<file path="config.mk">
export PLATFORM = sky130hd
export DESIGN_NAME = store_load_overlap
export DESIGN_NICKNAME = d
export VERILOG_FILES = /design/src/rtl/sld_pkg.sv /design/src/rtl/sld_fill_ctrl.sv /design/src/rtl/sld_slot.sv /design/src/rtl/store_load_overlap.sv
export SDC_FILE = /design/constraint.sdc
export NUM_CORES = 2
export LEC_CHECK = 0
export ABC_CLOCK_PERIOD_IN_PS = 19910
export BUFFER_PORTS_ARGS = -buffer_cell sky130_fd_sc_hd__buf_2
export CELL_PAD_IN_SITES_DETAIL_PLACEMENT = 0
export CELL_PAD_IN_SITES_GLOBAL_PLACEMENT = 1
export CORE_UTILIZATION = 35
export DETAILED_ROUTE_END_ITERATION = 8
export PLACE_DENSITY = 0.6
export RECOVER_POWER = 25
export SLEW_MARGIN = 20
export SYNTH_ARGS = -nofsm -noshare
export SYNTH_HDL_FRONTEND = slang
export SYNTH_SLANG_ARGS = --single-unit
</file>
<file path="constraint.sdc">
create_clock -name clk_i -period 19.91 [get_ports clk_i]
set_input_delay 2.9865 -clock clk_i [delete_from_list [all_inputs] [get_ports clk_i]]
set_output_delay 2.9865 -clock clk_i [all_outputs]
set_load 0.02 [all_outputs]
</file>
<file path="src/rtl/sld_pkg.sv">
package sld_pkg;
  parameter int unsigned BASE_W = 16;
  parameter int unsigned OFF_W  = 64;

  typedef struct packed {
    logic [BASE_W-1:0]       base;
    logic signed [OFF_W-1:0] off;
    logic [OFF_W-1:0]        size;
  } mem_acc_t;
endpackage

</file>
<file path="src/rtl/sld_fill_ctrl.sv">
module sld_fill_ctrl #(
  parameter int unsigned NUM_SLOTS = 4,
  localparam int unsigned CNT_W = $clog2(NUM_SLOTS + 1)
) (
  input  logic                 clk_i,
  input  logic                 rst_ni,
  input  logic                 clr_i,
  input  logic                 push_i,
  output logic [NUM_SLOTS-1:0] wr_oh_o
);
  logic [CNT_W-1:0] cnt_q;
  logic             full;

  assign full = (cnt_q == CNT_W'(NUM_SLOTS));

  for (genvar i = 0; i < NUM_SLOTS; i++) begin : g_sel
    assign wr_oh_o[i] = push_i && !clr_i && (cnt_q == CNT_W'(i));
  end

  always_ff @(posedge clk_i or negedge rst_ni) begin
    if (!rst_ni)                 cnt_q <= '0;
    else if (clr_i)              cnt_q <= '0;
    else if (push_i && !full)    cnt_q <= cnt_q + CNT_W'(1);
  end

  assert_cnt_bound_R1: assert property (@(posedge clk_i) disable iff (!rst_ni)
    cnt_q <= CNT_W'(NUM_SLOTS));
  assert_single_write_R1: assert property (@(posedge clk_i) disable iff (!rst_ni)
    $onehot0(wr_oh_o));
  assert_full_no_write_R1: assert property (@(posedge clk_i) disable iff (!rst_ni)
    full |-> (wr_oh_o == '0));
  assert_clr_cnt_R8: assert property (@(posedge clk_i) disable iff (!rst_ni)
    clr_i |=> (cnt_q == '0));
endmodule

</file>
<file path="src/rtl/sld_slot.sv">
module sld_slot
  import sld_pkg::*;
(
  input  logic     clk_i,
  input  logic     rst_ni,
  input  logic     clr_i,
  input  logic     wr_i,
  input  mem_acc_t st_i,
  input  mem_acc_t ld_i,
  output logic     hit_o
);
  logic     vld_q;
  mem_acc_t ent_q;

  logic                    same_base;
  logic                    exact;
  logic signed [OFF_W-1:0] st_end;
  logic signed [OFF_W-1:0] ld_end;
  logic                    range_hit;

  always_ff @(posedge clk_i or negedge rst_ni) begin
    if (!rst_ni) begin
      vld_q <= 1'b0;
      ent_q <= '0;
    end else if (clr_i) begin
      vld_q <= 1'b0;
    end else if (wr_i) begin
      vld_q <= 1'b1;
      ent_q <= st_i;
    end
  end

  always_comb begin
    same_base = (ent_q.base == ld_i.base);
    exact     = same_base && (ent_q.off == ld_i.off);
    st_end    = ent_q.off + signed'(ent_q.size);
    ld_end    = ld_i.off + signed'(ld_i.size);
    if (ent_q.off < ld_i.off) range_hit = (st_end > ld_i.off);
    else                      range_hit = (ld_end > ent_q.off);
    hit_o = vld_q && (exact || (same_base && range_hit));
  end

  assert_slot_capture_R7: assert property (@(posedge clk_i) disable iff (!rst_ni)
    (wr_i && !clr_i) |=> (vld_q && ent_q == $past(st_i)));
  assert_slot_clear_R8: assert property (@(posedge clk_i) disable iff (!rst_ni)
    clr_i |=> !vld_q);
  assert_slot_hold_R7: assert property (@(posedge clk_i) disable iff (!rst_ni)
    (!wr_i && !clr_i) |=> ($stable(vld_q) && $stable(ent_q)));
endmodule

</file>
<file path="src/rtl/store_load_overlap.sv">
module store_load_overlap
  import sld_pkg::*;
#(
  parameter int unsigned NUM_SLOTS = 4
) (
  input  logic                    clk_i,
  input  logic                    rst_ni,
  input  logic                    group_end_i,
  input  logic                    commit_i,
  input  logic                    commit_is_store_i,
  input  logic                    commit_opnd_vld_i,
  input  logic [BASE_W-1:0]       st_base_i,
  input  logic signed [OFF_W-1:0] st_off_i,
  input  logic [OFF_W-1:0]        st_size_i,
  input  logic                    chk_is_load_i,
  input  logic                    chk_opnd_vld_i,
  input  logic [BASE_W-1:0]       ld_base_i,
  input  logic signed [OFF_W-1:0] ld_off_i,
  input  logic [OFF_W-1:0]        ld_size_i,
  output logic                    overlap_o
);
  mem_acc_t             st_acc;
  mem_acc_t             ld_acc;
  logic                 push;
  logic [NUM_SLOTS-1:0] wr_oh;
  logic [NUM_SLOTS-1:0] hits;

  assign st_acc = '{base: st_base_i, off: st_off_i, size: st_size_i};
  assign ld_acc = '{base: ld_base_i, off: ld_off_i, size: ld_size_i};
  assign push   = commit_i && commit_is_store_i && commit_opnd_vld_i;

  sld_fill_ctrl #(.NUM_SLOTS(NUM_SLOTS)) u_fill (
    .clk_i  (clk_i),
    .rst_ni (rst_ni),
    .clr_i  (group_end_i),
    .push_i (push),
    .wr_oh_o(wr_oh)
  );

  for (genvar i = 0; i < NUM_SLOTS; i++) begin : g_slot
    sld_slot u_slot (
      .clk_i (clk_i),
      .rst_ni(rst_ni),
      .clr_i (group_end_i),
      .wr_i  (wr_oh[i]),
      .st_i  (st_acc),
      .ld_i  (ld_acc),
      .hit_o (hits[i])
    );
  end

  assign overlap_o = chk_is_load_i && chk_opnd_vld_i && (|hits);

  assert_gate_R6: assert property (@(posedge clk_i) disable iff (!rst_ni)
    overlap_o |-> (chk_is_load_i && chk_opnd_vld_i));
  assert_empty_after_end_R8: assert property (@(posedge clk_i) disable iff (!rst_ni)
    group_end_i |=> !overlap_o);
  assert_no_write_without_push_R7: assert property (@(posedge clk_i) disable iff (!rst_ni)
    !push |-> (wr_oh == '0));
endmodule

</file>
==> results.json <==
{
  "vdd_drop_max_uv": 71.9,
  "cts.repair.resized": 0,
  "layout_commonest_cell": "ha_1",
  "syn_area_sq_mm": 0.0564,
  "routed_via_density": 5.70,
  "rsz0062_at_grt": "false",
  "powerDensity_mw_per_mm2": 101,
  "async_flop_share": 1.00,
  "cp-end-kind": "primary output",
  "multi_input_area_sq_mm": 0.0397,
  "layout_min_cycle_time_ns": 13.24,
  "syn_nets": 7574,
  "route.detailed.drc": 0,
  "track_usage": 0.292,
  "wirelength_um": 241000,
  "drt_iter0_drc": 3749,
  "clock-sinks": 583,
  "leakagePower_nw": 32.5,
  "hold_buffers": 0,
  "synthToLayoutAreaGrowth_pct": 12.0,
  "post_cts_buffers": 0,
  "wire_per_inst_um": 27.8,
  "finalSetupViolations": 0,
  "antenna_found_initial": 33,
  "cp_max_fo": 4,
  "slew_violations": 131,
  "path_clk_slew_ns": 0.06,
  "drtAntennaViolNets": 0,
  "cts.htree.levels": 3,
  "critPathArrivalTime_ns": 10.26,
  "cp-start-kind": "input pin",
  "yosysUniqueCellTypes": 85,
  "cts_buffers": 81,
  "grt_pass1_wl_um": 346000,
  "drt-pass1-iter-count": 6,
  "ys_seq_area_frac": 0.259,
  "clkLatencyLatePin_ns": 0.72,
  "tritoncts": "done",
  "syn_area_per_cell_sq_um": 9.12,
  "cts_root_buffer": "clkbuf_16",
  "hp-class": "reg2reg",
  "crit_required_ns": 16.92,
  "nFillCells": 16200,
  "dieArea_sq_mm": 0.163,
  "gp_congestion": 1.00,
  "grt_start_max_net_pins": 153,
  "synth-seq-cells": 583,
  "placed_cells": 8527,
  "maxSlewHeadroom": -1.98,
  "route.vias.total": 49500,
  "fmax_mhz": 75.5,
  "synth-edff-count": 0,
  "num_io_pins": 297,
  "hold_viol": 0,
  "tightest_slew_ns": 4.48,
  "io_buffers": 296,
  "violations": "max-capacitance violations, max-slew violations",
  "ys.flop_type": "dfrtp_1",
  "seq_area_sq_mm": 0.0146,
  "clockBufferDepth": 3,
  "fin_skew_ns": 0.0271,
  "die_height_um": 403,
  "dpl.hpwl_um": 199000,
  "synthesis.instances": 6185,
  "post_route_cells_drive_above_1_share": 0.140,
  "grt_overflow": 0,
  "path_class": "in2out",
  "first_global_vias": 48300,
  "core-area_sq_mm": 0.159,
  "tns_ns": 0,
  "nets": 7854,
  "start_util": 0.355,
  "instances_no_fill": 8681,
  "finalCritPeriodShare": 0.665,
  "final_cell_mix": "1088 x ha_1, 583 x dfrtp_1, 522 x a21oi_1",
  "fp.dieW_um": 403,
  "maxCapViolCount": 2,
  "yosysWarnings": 0,
  "status": "finished, violations left",
  "num_rows": 146
}
## power breakdown
part / switching [mW] / total [mW] / internal [mW]
combinational: 2.06 / 3.41 / 1.35
clock: 0.631 / 1.54 / 0.904
sequential: 0.136 / 1.46 / 1.32
total: 2.82 / 6.40 / 3.58
## sequential cells by signal, summed over array words and instances (netlist names)
name / cells
g_slot.u_slot.ent_q: 576
g_slot.u_slot.vld_q: 4
u_fill.cnt_q: 3
## critical path, stage by stage
cell,delay [ns]
buf_2,0.11
ha_1,0.31
a211oi_1,0.28
o21bai_1,0.16
o21ai_1,0.31
o41ai_2,0.12
buf_4,0.18
o311ai_1,0.93
o211ai_2,0.30
a311oi_1,0.52
o31a_1,0.38
o21a_1,0.28
o21ai_1,0.11
xnor2_1,0.63
ha_1,0.38
a21o_1,0.18
a21oi_1,0.16
nor2b_1,0.07
o31ai_1,0.49
nand4b_1,0.21
mux2_2,0.30
o31ai_1,0.17
mux2i_1,0.15
o2111ai_1,0.20
a41oi_1,0.12
buf_2,0.21
## per-layer routing
| metal | wire [um] | share of wire | up-vias | track usage |
|---|---|---|---|---|
| li1 | - | - | 23400 | - |
| met1 | 114000 | 0.47 | 24300 | 0.410 |
| met2 | 106000 | 0.44 | 1342 | 0.456 |
| met3 | 13700 | 0.057 | 291 | 0.0480 |
| met4 | 7360 | 0.031 | 38 | 0.0885 |
| met5 | 250 | 0.0010 | - | 0 |
## final timing paths
check | from | end | slack, ns | depth (start not counted)
setup reg to reg | u_fill.cnt_q[2]$_DFFE_PN0P_ | g_slot[1].u_slot.ent_q[25]$_DFFE_PN0P_ | 15.99 | 5
min in group asynchronous | rst_ni | g_slot[0].u_slot.ent_q[32]$_DFFE_PN0P_ | 3.81 | 1
max in group asynchronous | rst_ni | g_slot[1].u_slot.ent_q[114]$_DFFE_PN0P_ | 9.50 | 5
setup / recovery | ld_off_i[1] | overlap_o | 6.67 | 26
hold reg to reg | g_slot[1].u_slot.vld_q$_DFFE_PN0P_ | g_slot[1].u_slot.vld_q$_DFFE_PN0P_ | 0.50 | 1
hold / removal | g_slot[1].u_slot.vld_q$_DFFE_PN0P_ | g_slot[1].u_slot.vld_q$_DFFE_PN0P_ | 0.50 | 1
## synthesized netlist by cell type (all sizes together), types with 18 or more instances
cell	n	area (sq um)
ha	1088	13600
dfrtp	583	14600
a21oi	525	2640
a21o	471	3540
o21ai	466	2350
inv	426	1600
nand2	405	1520
mux2	384	4320
xnor2	270	2360
nand4	237	1480
nor2	220	826
clkbuf	141	529
xor2	101	885
nand3	88	440
nor2b	74	463
o21bai	59	443
nor3	52	265
o21a	52	390
nor4	45	288
nand2b	44	275
a211oi	40	300
a31oi	39	272
and3	36	225
and2	29	181
o211ai	28	220
or3	25	156
o31ai	23	173
and4	19	166
a221oi	18	176
## cells by family after synthesis
group | share of synthesized area
muxes | 0.0777
adders and majority gates | 0.243
AOI/OAI and AO/OA | 0.206
xor gates and xnor gates | 0.0576
and+or+nand+nor | 0.118
buffers and inverters | 0.0389
DFF | 0.259
## metrics by stage
step	total power, mW	area [sq um]	setup WS [ns]	hold slack [ns]	util
2_1_floorplan	3.71	56400	8.77	0.454	-
3_3_place_gp	4.81	60500	6.77	0.476	0.380
3_5_place_dp	4.82	60500	6.82	0.474	0.380
4_1_cts	6.40	63200	6.76	0.496	0.397
5_1_grt	6.85	63200	6.40	0.525	0.397
6_report	6.40	63200	6.67	0.496	0.397
## area by class of cell
type	instances	share of cell area
clock buffers	118	0.0375
repair buffers	353	0.0303
flip-flops and latches	583	0.231
multi-input cells	5020	0.628
inverters	426	0.0253
well taps	2146	0.0425
clock inverters	26	0.00541
diodes	9	0.000356
Power figures use the tool's default switching activity.
